## config.mk

```make
export PLATFORM = sky130hd
export DESIGN_NAME = rc_core
export DESIGN_NICKNAME = d
export VERILOG_FILES = /design/src/rtl/rc_pkg.sv /design/src/rtl/rc_decode.sv /design/src/rtl/rc_regfile.sv /design/src/rtl/rc_alu.sv /design/src/rtl/rc_next_pc.sv /design/src/rtl/rc_core.sv
export SDC_FILE = /design/constraint.sdc
export NUM_CORES = 2
export LEC_CHECK = 0
export CAP_MARGIN = 20
export CORE_MARGIN = 2
export CORE_UTILIZATION = 33
export DETAILED_ROUTE_END_ITERATION = 10
export DONT_BUFFER_PORTS = 1
export GPL_TIMING_DRIVEN = 0
export PLACE_DENSITY = 0.57
export SYNTH_ARGS = -nofsm -noshare
export SYNTH_HDL_FRONTEND = slang
export SYNTH_HIERARCHICAL = 1
export SYNTH_SLANG_ARGS = --single-unit
```

## constraint.sdc

```tcl
create_clock -name clk_i -period 13.55 [get_ports clk_i]
set_input_delay 3.3875 -clock clk_i [delete_from_list [all_inputs] [get_ports clk_i]]
set_output_delay 3.3875 -clock clk_i [all_outputs]
set_load 0.05 [all_outputs]
```

## src/rtl/rc_pkg.sv

```systemverilog
package rc_pkg;
  localparam int XLEN  = 32;
  localparam int NREG  = 32;
  localparam int RAW   = $clog2(NREG);
  localparam int NLANE = XLEN / 8;

  localparam logic [5:0] OP_RTYPE = 6'd0;
  localparam logic [5:0] OP_J     = 6'd2;
  localparam logic [5:0] OP_BNE   = 6'd5;
  localparam logic [5:0] OP_ADDI  = 6'd8;
  localparam logic [5:0] OP_LW    = 6'd35;
  localparam logic [5:0] OP_SW    = 6'd43;

  localparam logic [5:0] FN_SLL = 6'd0;
  localparam logic [5:0] FN_SRL = 6'd2;
  localparam logic [5:0] FN_ADD = 6'd32;
  localparam logic [5:0] FN_SUB = 6'd34;
  localparam logic [5:0] FN_AND = 6'd36;
  localparam logic [5:0] FN_OR  = 6'd37;
  localparam logic [5:0] FN_NOR = 6'd39;

  typedef enum logic [2:0] {
    ALU_ADD, ALU_SUB, ALU_AND, ALU_OR, ALU_NOR, ALU_SLL, ALU_SRL
  } alu_op_e;

  typedef struct packed {
    logic    rf_we;
    logic    dst_rt;
    logic    b_imm;
    alu_op_e alu_op;
    logic    mem_we;
    logic    mem_rd;
    logic    br_ne;
    logic    jump;
  } ctrl_t;
endpackage

```

## src/rtl/rc_decode.sv

```systemverilog
module rc_decode
  import rc_pkg::*;
(
  input  logic [5:0] op_i,
  input  logic [5:0] fn_i,
  output ctrl_t      ctrl_o
);
  always_comb begin
    ctrl_o = '0;
    ctrl_o.alu_op = ALU_ADD;
    case (op_i)
      OP_RTYPE: begin
        ctrl_o.rf_we = 1'b1;
        case (fn_i)
          FN_ADD:  ctrl_o.alu_op = ALU_ADD;
          FN_SUB:  ctrl_o.alu_op = ALU_SUB;
          FN_AND:  ctrl_o.alu_op = ALU_AND;
          FN_OR:   ctrl_o.alu_op = ALU_OR;
          FN_NOR:  ctrl_o.alu_op = ALU_NOR;
          FN_SLL:  ctrl_o.alu_op = ALU_SLL;
          FN_SRL:  ctrl_o.alu_op = ALU_SRL;
          default: ctrl_o.rf_we  = 1'b0;  // undefined funct: no-op
        endcase
      end
      OP_ADDI: begin
        ctrl_o.rf_we  = 1'b1;
        ctrl_o.dst_rt = 1'b1;
        ctrl_o.b_imm  = 1'b1;
      end
      OP_LW: begin
        ctrl_o.rf_we  = 1'b1;
        ctrl_o.dst_rt = 1'b1;
        ctrl_o.b_imm  = 1'b1;
        ctrl_o.mem_rd = 1'b1;
      end
      OP_SW: begin
        ctrl_o.b_imm  = 1'b1;
        ctrl_o.mem_we = 1'b1;
      end
      OP_BNE:  ctrl_o.br_ne = 1'b1;
      OP_J:    ctrl_o.jump  = 1'b1;
      default: ;
    endcase
  end
endmodule

```

## src/rtl/rc_regfile.sv

```systemverilog
module rc_regfile #(
  parameter int XLEN = 32,
  parameter int NREG = 32,
  localparam int RAW = $clog2(NREG)
) (
  input  logic            clk_i,
  input  logic            rst_ni,
  input  logic [RAW-1:0]  ra_i,
  input  logic [RAW-1:0]  rb_i,
  output logic [XLEN-1:0] da_o,
  output logic [XLEN-1:0] db_o,
  input  logic            we_i,
  input  logic [RAW-1:0]  wa_i,
  input  logic [XLEN-1:0] wd_i
);
  logic [XLEN-1:0] rd_arr [NREG];

  for (genvar i = 0; i < NREG; i++) begin : g_reg
    if (i == 0) begin : g_zero
      assign rd_arr[i] = '0;
    end else begin : g_live
      logic [XLEN-1:0] q;
      always_ff @(posedge clk_i or negedge rst_ni) begin
        if (!rst_ni)                        q <= '0;
        else if (we_i && wa_i == RAW'(i))   q <= wd_i;
      end
      assign rd_arr[i] = q;
    end
  end

  assign da_o = rd_arr[ra_i];
  assign db_o = rd_arr[rb_i];
endmodule

```

## src/rtl/rc_alu.sv

```systemverilog
module rc_alu
  import rc_pkg::*;
#(
  parameter int XLEN = 32
) (
  input  alu_op_e         op_i,
  input  logic [XLEN-1:0] a_i,
  input  logic [XLEN-1:0] b_i,
  input  logic [4:0]      shamt_i,
  output logic [XLEN-1:0] y_o
);
  always_comb begin
    case (op_i)
      ALU_ADD: y_o = a_i + b_i;
      ALU_SUB: y_o = a_i - b_i;
      ALU_AND: y_o = a_i & b_i;
      ALU_OR:  y_o = a_i | b_i;
      ALU_NOR: y_o = ~(a_i | b_i);
      ALU_SLL: y_o = b_i << shamt_i;
      ALU_SRL: y_o = b_i >> shamt_i;
      default: y_o = a_i + b_i;
    endcase
  end
endmodule

```

## src/rtl/rc_next_pc.sv

```systemverilog
module rc_next_pc #(
  parameter int XLEN = 32
) (
  input  logic [XLEN-1:0] pc_i,
  input  logic [15:0]     imm_i,
  input  logic [25:0]     jidx_i,
  input  logic            br_ne_i,
  input  logic            ne_i,
  input  logic            jump_i,
  output logic [XLEN-1:0] pc_o
);
  logic [XLEN-1:0] pc_p4, br_tgt, j_tgt, br_off;

  assign pc_p4  = pc_i + XLEN'(4);
  assign br_off = {{(XLEN-18){imm_i[15]}}, imm_i, 2'b00};
  assign br_tgt = pc_p4 + br_off;
  assign j_tgt  = {pc_p4[XLEN-1:XLEN-4], jidx_i, 2'b00};

  always_comb begin
    if (jump_i)              pc_o = j_tgt;
    else if (br_ne_i && ne_i) pc_o = br_tgt;
    else                      pc_o = pc_p4;
  end
endmodule

```

## src/rtl/rc_core.sv

```systemverilog
module rc_core
  import rc_pkg::*;
(
  input  logic            clk_i,
  input  logic            rst_ni,
  output logic [XLEN-3:0] imem_addr_o,
  input  logic [XLEN-1:0] imem_rdata_i,
  output logic [XLEN-1:0] dmem_addr_o,
  output logic            dmem_we_o,
  output logic [XLEN-1:0] dmem_wlanes_o,
  input  logic [XLEN-1:0] dmem_rlanes_i
);
  logic [XLEN-1:0] pc_q, pc_d;
  ctrl_t           ctrl;
  logic [RAW-1:0]  rs_a, rt_a, rd_a, wa;
  logic [XLEN-1:0] rs_data, rt_data, imm_sx, alu_b, alu_y, ld_word, wb_data;
  logic            rf_we;

  assign rs_a   = imem_rdata_i[25:21];
  assign rt_a   = imem_rdata_i[20:16];
  assign rd_a   = imem_rdata_i[15:11];
  assign imm_sx = {{(XLEN-16){imem_rdata_i[15]}}, imem_rdata_i[15:0]};

  rc_decode u_dec (
    .op_i   (imem_rdata_i[31:26]),
    .fn_i   (imem_rdata_i[5:0]),
    .ctrl_o (ctrl)
  );

  assign wa    = ctrl.dst_rt ? rt_a : rd_a;
  assign rf_we = ctrl.rf_we;

  rc_regfile #(.XLEN(XLEN), .NREG(NREG)) u_rf (
    .clk_i  (clk_i),
    .rst_ni (rst_ni),
    .ra_i   (rs_a),
    .rb_i   (rt_a),
    .da_o   (rs_data),
    .db_o   (rt_data),
    .we_i   (rf_we),
    .wa_i   (wa),
    .wd_i   (wb_data)
  );

  assign alu_b = ctrl.b_imm ? imm_sx : rt_data;

  rc_alu #(.XLEN(XLEN)) u_alu (
    .op_i    (ctrl.alu_op),
    .a_i     (rs_data),
    .b_i     (alu_b),
    .shamt_i (imem_rdata_i[10:6]),
    .y_o     (alu_y)
  );

  // big-endian: lane 0 (lowest address) carries the MSB
  for (genvar k = 0; k < NLANE; k++) begin : g_lane
    assign ld_word[XLEN-1-8*k -: 8] = dmem_rlanes_i[8*k +: 8];
    assign dmem_wlanes_o[8*k +: 8]  = rt_data[XLEN-1-8*k -: 8];
  end

  assign wb_data     = ctrl.mem_rd ? ld_word : alu_y;
  assign dmem_addr_o = {alu_y[XLEN-1:2], 2'b00};
  assign dmem_we_o   = ctrl.mem_we & rst_ni;

  rc_next_pc #(.XLEN(XLEN)) u_npc (
    .pc_i    (pc_q),
    .imm_i   (imem_rdata_i[15:0]),
    .jidx_i  (imem_rdata_i[25:0]),
    .br_ne_i (ctrl.br_ne),
    .ne_i    (rs_data != rt_data),
    .jump_i  (ctrl.jump),
    .pc_o    (pc_d)
  );

  always_ff @(posedge clk_i or negedge rst_ni) begin
    if (!rst_ni) pc_q <= '0;
    else         pc_q <= pc_d;
  end

  assign imem_addr_o = pc_q[XLEN-1:2];
endmodule

```

# Yosys cells after proc, flatten, opt, wreduce, memory -nomap -nowiden
# Index checks and enable logic that the tools add are counted.
[totals] ff_bits=1024 latchBits=0 mem_bits_rw=0 rom_bits=0 output_inout_bits=95 mem_count=0
[classes] addsub=4 mul=0 div_mod_pow=0 order_cmp=2 eq_ne=49 shift=2 muxes=22 bitwise_logic=6 reduce_logical=37
[op_table] operator="$bmux W32 S5" n=2
[op_table] operator="$mux W32" n=8
[op_table] operator="$pmux W32 S6" n=1
[op_table] operator="$eq A5 B5 Y1 const B" n=16
[op_table] operator="$add A32 B32 Y32" n=2
[op_table] operator="$eq A6 B6 Y1 const B" n=7
[op_table] operator="$eq A5 B4 Y1 const B" n=8
[op_table] operator="$add A32 B3 Y32 const B" n=1
[op_table] operator="$and A32 B32 Y32" n=1
[op_table] operator="$logic_and A1 B1 Y1" n=32
[op_table] operator="$ne A32 B32 Y1" n=1
[op_table] operator="$not A32 Y32" n=1
[op_table] operator="$or A32 B32 Y32" n=1
[op_table] operator="$shl A32 B5 Y32" n=1
[op_table] operator="$shr A32 B5 Y32" n=1
[op_table] operator="$sub A32 B32 Y32" n=1
[op_table] operator="$eq A5 B3 Y1 const B" n=4
[op_table] operator="$pmux W3 S6" n=1
[op_table] operator="$eq A6 B2 Y1 const B" n=2
[op_table] operator="$ge A6 B6 Y1 const B" n=2
[op_table] operator="$logic_not A6 Y1" n=2
[op_table] operator="$not A5 Y6" n=2
[op_table] operator="$eq A5 B2 Y1 const B" n=2
[op_table] operator="$eq A3 B3 Y1 const B" n=3
[op_table] operator="13 further kinds" n=20

# Depth between registers and ports, before layout
[logic_depth] depth_word=9 mapped_depth=31 mapped_depth_nobuf=23

# By module
# The synthesis kept the hierarchy.
[modules_own_cells] mod="rc_regfile" n_inst=1 cells_per_inst=3639 area_each_um2=53226.0 seq_area_each_um2=24823.8
[modules_own_cells] mod="rc_alu" n_inst=1 cells_per_inst=965 area_each_um2=6999.2 seq_area_each_um2=0.0
[modules_own_cells] mod="rc_next_pc" n_inst=1 cells_per_inst=423 area_each_um2=2808.9 seq_area_each_um2=0.0
[modules_own_cells] mod="rc_core" n_inst=1 cells_per_inst=205 area_each_um2=2225.9 seq_area_each_um2=800.8
[modules_own_cells] mod="rc_decode" n_inst=1 cells_per_inst=27 area_each_um2=185.2 seq_area_each_um2=0.0

# Worst setup path after synthesis
# OpenSTA, ideal clock, no wires.
[synth_path] kind="in2out" from="in imem_rdata_i[16]" to="out dmem_addr_o[29]" arrival_time_ns=9.885 setup_slack_ns=0.278 stages=24 path_buffers=5 cell_sequence="buf_4 -> buf_4 -> nor2b_1 -> clkbuf_1 -> a22o_1 -> a211oi_1 -> o31ai_1 -> mux2_2 -> clkbuf_1 -> inv_1 -> ha_1 -> inv_1 -> or4_1 -> buf_6 -> o21ai_0 -> xnor2_1 -> ha_1 -> nand2_1 -> o21bai_1 -> a211oi_1 -> o31ai_1 -> or4_1 -> and3_1 -> o21ai_0"
[synth_between] word_cells_on_any_way=13 classes_between="add/sub: 2; shift: 2; mux: 5; bitwise: 4"
[synth_rtl] item="from (decl)" line_no="rc_core.sv:7" rtl="input logic [XLEN-1:0] imem_rdata_i,"
[synth_rtl] item="$not A5 Y6 (implied by the code) *" line_no="rc_regfile.sv:32" rtl="assign db_o = rd_arr[rb_i];"
[synth_rtl] item="$bmux W32 S5 *" line_no="rc_regfile.sv:32"
[synth_rtl] item="$mux W32 (implied by the code) * (2 in series)" line_no="rc_regfile.sv:32"
[synth_rtl] item="named net dmem_wlanes_o[25]" line_no="rc_core.sv:10" rtl="output logic [XLEN-1:0] dmem_wlanes_o,"
[synth_rtl] item="$mux W32 *" line_no="rc_core.sv:45" rtl="assign alu_b = ctrl.b_imm ? imm_sx : rt_data;"
[synth_rtl] item="named net alu_b[1]" line_no="rc_core.sv:16" rtl="logic [XLEN-1:0] rs_data, rt_data, imm_sx, alu_b, alu_y, ld_word, wb_data;"
[synth_rtl] item="$add A32 B32 Y32, or another cell as far along" line_no="rc_alu.sv:14, rc_alu.sv:21"
[synth_rtl] item="$pmux W32 S6 *" line_no="rc_alu.sv:13" rtl="case (op_i)"
[synth_rtl] item="to (decl)" line_no="rc_core.sv:8" rtl="output logic [XLEN-1:0] dmem_addr_o,"
# The timed path passes the listed nets; every way through them passes the cells marked *. The select of a mux whose other input is x is not followed.

# Worst setup path after layout
[layout_path] from="in imem_rdata_i[17]" to="out dmem_addr_o[26]"
# The elaborated chain is that of the path after synthesis.

==> impl_metrics.xml <==
<?xml version="1.0" encoding="UTF-8"?>
<metrics>
  <group name="sta">
    <metric name="layout_worst_path_cycle_share" unit="%">99.6</metric>
    <metric name="final.setup.worst_slack" unit="ps">47.9</metric>
    <metric name="final_period_minus_worst_setup_slack" unit="ps">13500</metric>
    <metric name="setup_total_negative_slack" unit="ps">0</metric>
    <metric name="report.final.hold_viol_count" unit="">0</metric>
    <metric name="fin_worst_skew" unit="ps">67.3</metric>
    <metric name="finalMaxSlewViolations" unit="">0</metric>
    <metric name="slew_headroom" unit="%">13.5</metric>
    <metric name="setup_violations" unit="">0</metric>
    <metric name="tightestPinTransition" unit="ps">1300</metric>
    <metric name="fmax" unit="MHz">74.1</metric>
    <metric name="grt_setup_unrepaired" unit="">true</metric>
  </group>
  <group name="worst_setup_path">
    <metric name="cp_startpoint_kind" unit="">input port</metric>
    <metric name="setup_crit_path_kind" unit="">input port to output port</metric>
    <metric name="worstPathArrival" unit="ps">10110</metric>
    <metric name="cp_max_fo" unit="">10</metric>
    <metric name="critical_path.endpoint_type" unit="">output port</metric>
    <metric name="worst_ep_required_time" unit="ps">10160</metric>
  </group>
  <group name="clocking">
    <metric name="clock_sink_count" unit="">1022</metric>
    <metric name="worst_setup_hold_path_clk_slew" unit="ps">60</metric>
    <metric name="cts_tree" unit="">done</metric>
    <metric name="worst_skew_pair.late_latency" unit="ps">770</metric>
    <metric name="clockRootBuffer" unit="">sky130_fd_sc_hd__clkbuf_16</metric>
    <metric name="postCtsHoldBufs" unit="">0</metric>
    <metric name="max-clock-path-buffers" unit="">3</metric>
    <metric name="tritoncts.num_buffers" unit="">110</metric>
    <metric name="cts_htree_levels" unit="">3</metric>
  </group>
  <group name="place">
    <metric name="placement.setup.worst_slack" unit="ps">-1300</metric>
    <metric name="post_dp_cell_area" unit="um2">70200</metric>
    <metric name="port_buf_inserts" unit="">0</metric>
    <metric name="place.gp.congestion" unit="">1.05</metric>
    <metric name="dpl.hpwl" unit="um">209000</metric>
    <metric name="dpl.cell_count" unit="">7974</metric>
  </group>
  <group name="die">
    <metric name="dieWidth" unit="um">449</metric>
    <metric name="std_cell_rows" unit="">163</metric>
    <metric name="die_height" unit="um">449</metric>
    <metric name="io-pin-count" unit="">161</metric>
    <metric name="die_area" unit="um2">202000</metric>
    <metric name="start_util" unit="%">33.2</metric>
    <metric name="core_area" unit="um2">197000</metric>
  </group>
  <group name="worst_hold_path">
    <metric name="hp-class" unit="">flip-flop to flip-flop</metric>
  </group>
  <group name="final_layout">
    <metric name="final_cell_area" unit="um2">74600</metric>
    <metric name="final_cells" unit="">8193</metric>
    <metric name="syn2layout_area_growth" unit="%">14.1</metric>
    <metric name="design.final.nets" unit="">5593</metric>
    <metric name="drive_gt1_share" unit="%">38.2</metric>
  </group>
  <group name="detailed_routing">
    <metric name="vias_per_cell" unit="">6.10</metric>
    <metric name="dr_total_vias" unit="">50000</metric>
    <metric name="detailedRoute.firstIterationViolations" unit="">6014</metric>
    <metric name="final_antenna_net_count" unit="">0</metric>
    <metric name="post-route-drc-count" unit="">0</metric>
    <metric name="length_of_the_first_detailed_routing_pass_in_iterations" unit="">6</metric>
    <metric name="totalWireLength" unit="um">269000</metric>
    <metric name="detail_route.wl_per_cell" unit="um">32.8</metric>
  </group>
  <group name="grt">
    <metric name="pin_count_of_the_biggest_net_entering_global_routing" unit="">257</metric>
    <metric name="overall_fraction_of_global_route_tracks_in_use" unit="%">26.0</metric>
    <metric name="grt_pass1_vias" unit="">50200</metric>
    <metric name="gr-total-overflow" unit="">0</metric>
    <metric name="grt_first_pass_wirelength" unit="um">381000</metric>
    <metric name="number_of_antenna_violations_at_the_first_check_in_global_routing" unit="">16</metric>
  </group>
  <group name="job">
    <metric name="max_cap_viol_count" unit="">0</metric>
  </group>
  <group name="pwr">
    <metric name="power_leakage" unit="nW">33.0</metric>
    <metric name="peakVddDrop" unit="uV">96.8</metric>
    <metric name="power_density" unit="nW/um2">120</metric>
  </group>
  <group name="run_status">
    <metric name="result_of_the_run" unit="">complete, no violations</metric>
  </group>
  <group name="yosys">
    <metric name="syn-instance-count" unit="">5255</metric>
    <metric name="netlist_area" unit="um2">65400</metric>
    <metric name="synth-warning-count" unit="">6</metric>
    <metric name="synth.avg_cell_area" unit="um2">12.4</metric>
  </group>
</metrics>
## layer usage
| layer | wire (um) | up-vias | track usage (%) |
|---|---|---|---|
| met5 | 41 | - | 0 |
| met4 | 20600 | 6 | 17.2 |
| met3 | 20500 | 716 | 4.66 |
| met2 | 124000 | 2697 | 41.5 |
| met1 | 104000 | 26000 | 32.4 |
| li1 | - | 20500 | - |
## registers in the layout, indices dropped and copies added (netlist names)
| signal | flops |
|---|---|
| u_rf/g.g_live.q | 992 |
| pc_q | 30 |
## critical path, stage by stage
cell	delay, ps
sky130_fd_sc_hd__buf_2	200
sky130_fd_sc_hd__buf_4	260
sky130_fd_sc_hd__nor2_2	490
sky130_fd_sc_hd__clkbuf_1	720
sky130_fd_sc_hd__a22o_1	230
sky130_fd_sc_hd__o21ai_1	230
sky130_fd_sc_hd__o31ai_4	390
sky130_fd_sc_hd__buf_6	220
sky130_fd_sc_hd__inv_1	50
sky130_fd_sc_hd__o21ai_1	360
sky130_fd_sc_hd__clkbuf_1	440
sky130_fd_sc_hd__nor3_1	140
sky130_fd_sc_hd__and4_1	320
sky130_fd_sc_hd__a31oi_1	280
sky130_fd_sc_hd__xnor2_1	180
sky130_fd_sc_hd__ha_1	260
sky130_fd_sc_hd__clkbuf_1	210
sky130_fd_sc_hd__a21oi_1	200
sky130_fd_sc_hd__o21ai_0	160
sky130_fd_sc_hd__a21oi_1	290
sky130_fd_sc_hd__o32ai_1	120
sky130_fd_sc_hd__a2111oi_0	400
sky130_fd_sc_hd__o211ai_1	150
sky130_fd_sc_hd__buf_4	210
sky130_fd_sc_hd__buf_4	190
## power by group
| group | switching, W | leakage, nW | internal, W | total (W) |
|---|---|---|---|---|
| Sequential | 0.000137 | 14.2 | 0.00319 | 0.00332 |
| Clock | 0.00136 | 1.91 | 0.00192 | 0.00328 |
| Combinational | 0.00162 | 17.0 | 0.000761 | 0.00238 |
| Total | 0.00312 | 33.0 | 0.00587 | 0.00899 |
## what timing repair did
| item | in CTS | in global routing |
|---|---|---|
| setup buffers | 4 | 0 |
| endpoints found under the setup margin | 23 | 15 |
| pin swaps | 6 | 7 |
| gates resized for setup | 81 | 60 |
## placed cells by master, fill, tap and decap left out, types with 90 or more instances in the layout
master	instances
sky130_fd_sc_hd__nand2_1	183
sky130_fd_sc_hd__dfrtp_1	1022
sky130_fd_sc_hd__xnor2_1	98
sky130_fd_sc_hd__buf_4	90
sky130_fd_sc_hd__clkbuf_1	288
sky130_fd_sc_hd__a21oi_1	141
sky130_fd_sc_hd__clkbuf_16	110
sky130_fd_sc_hd__mux2_2	1001
sky130_fd_sc_hd__mux2_1	117
sky130_fd_sc_hd__a22o_1	191
sky130_fd_sc_hd__mux4_2	437
sky130_fd_sc_hd__o21ai_0	97
sky130_fd_sc_hd__buf_2	138
sky130_fd_sc_hd__mux2i_1	225
sky130_fd_sc_hd__nor2_1	157
## per-stage QoR
step,hold slack (ps),total power (W),util [%]
after floorplan,470,0.00485,-
after CTS,512,0.00898,37.7
after detailed placement,492,0.00569,35.6
final,509,0.00899,37.9
after global placement,484,0.00555,34.9
after global routing,533,0.00930,37.9
## final timing paths
path                                       startpoint                     endpoint  slack (ps)  cells after the start
max                                  imem_rdata_i[17]              dmem_addr_o[26]          50                     25
min                        u_rf/g_reg[14].g_live.q[2]   u_rf/g_reg[14].g_live.q[2]         510                      1
max reg2reg                u_rf/g_reg[29].g_live.q[4]   u_rf/g_reg[2].g_live.q[22]        5860                     23
min reg2reg                u_rf/g_reg[14].g_live.q[2]   u_rf/g_reg[14].g_live.q[2]         510                      1
max in group asynchronous                      rst_ni  u_rf/g_reg[16].g_live.q[22]        9130                      2
min in group asynchronous                      rst_ni    u_rf/g_reg[5].g_live.q[4]        2340                      0
## layout make-up
type | count | area [um2]
multi-input cells | 3605 | 37600
well taps | 2640 | 3300
plain buffers | 560 | 2830
flip-flops and latches | 1022 | 25600
clock buffers | 147 | 3100
clock inverters | 55 | 797
repair buffers | 93 | 1080
fillers | 19000 | 122000
diodes | 9 | 22.5
inverters | 62 | 236
No activity file was read; power rests on OpenSTA's default activity.
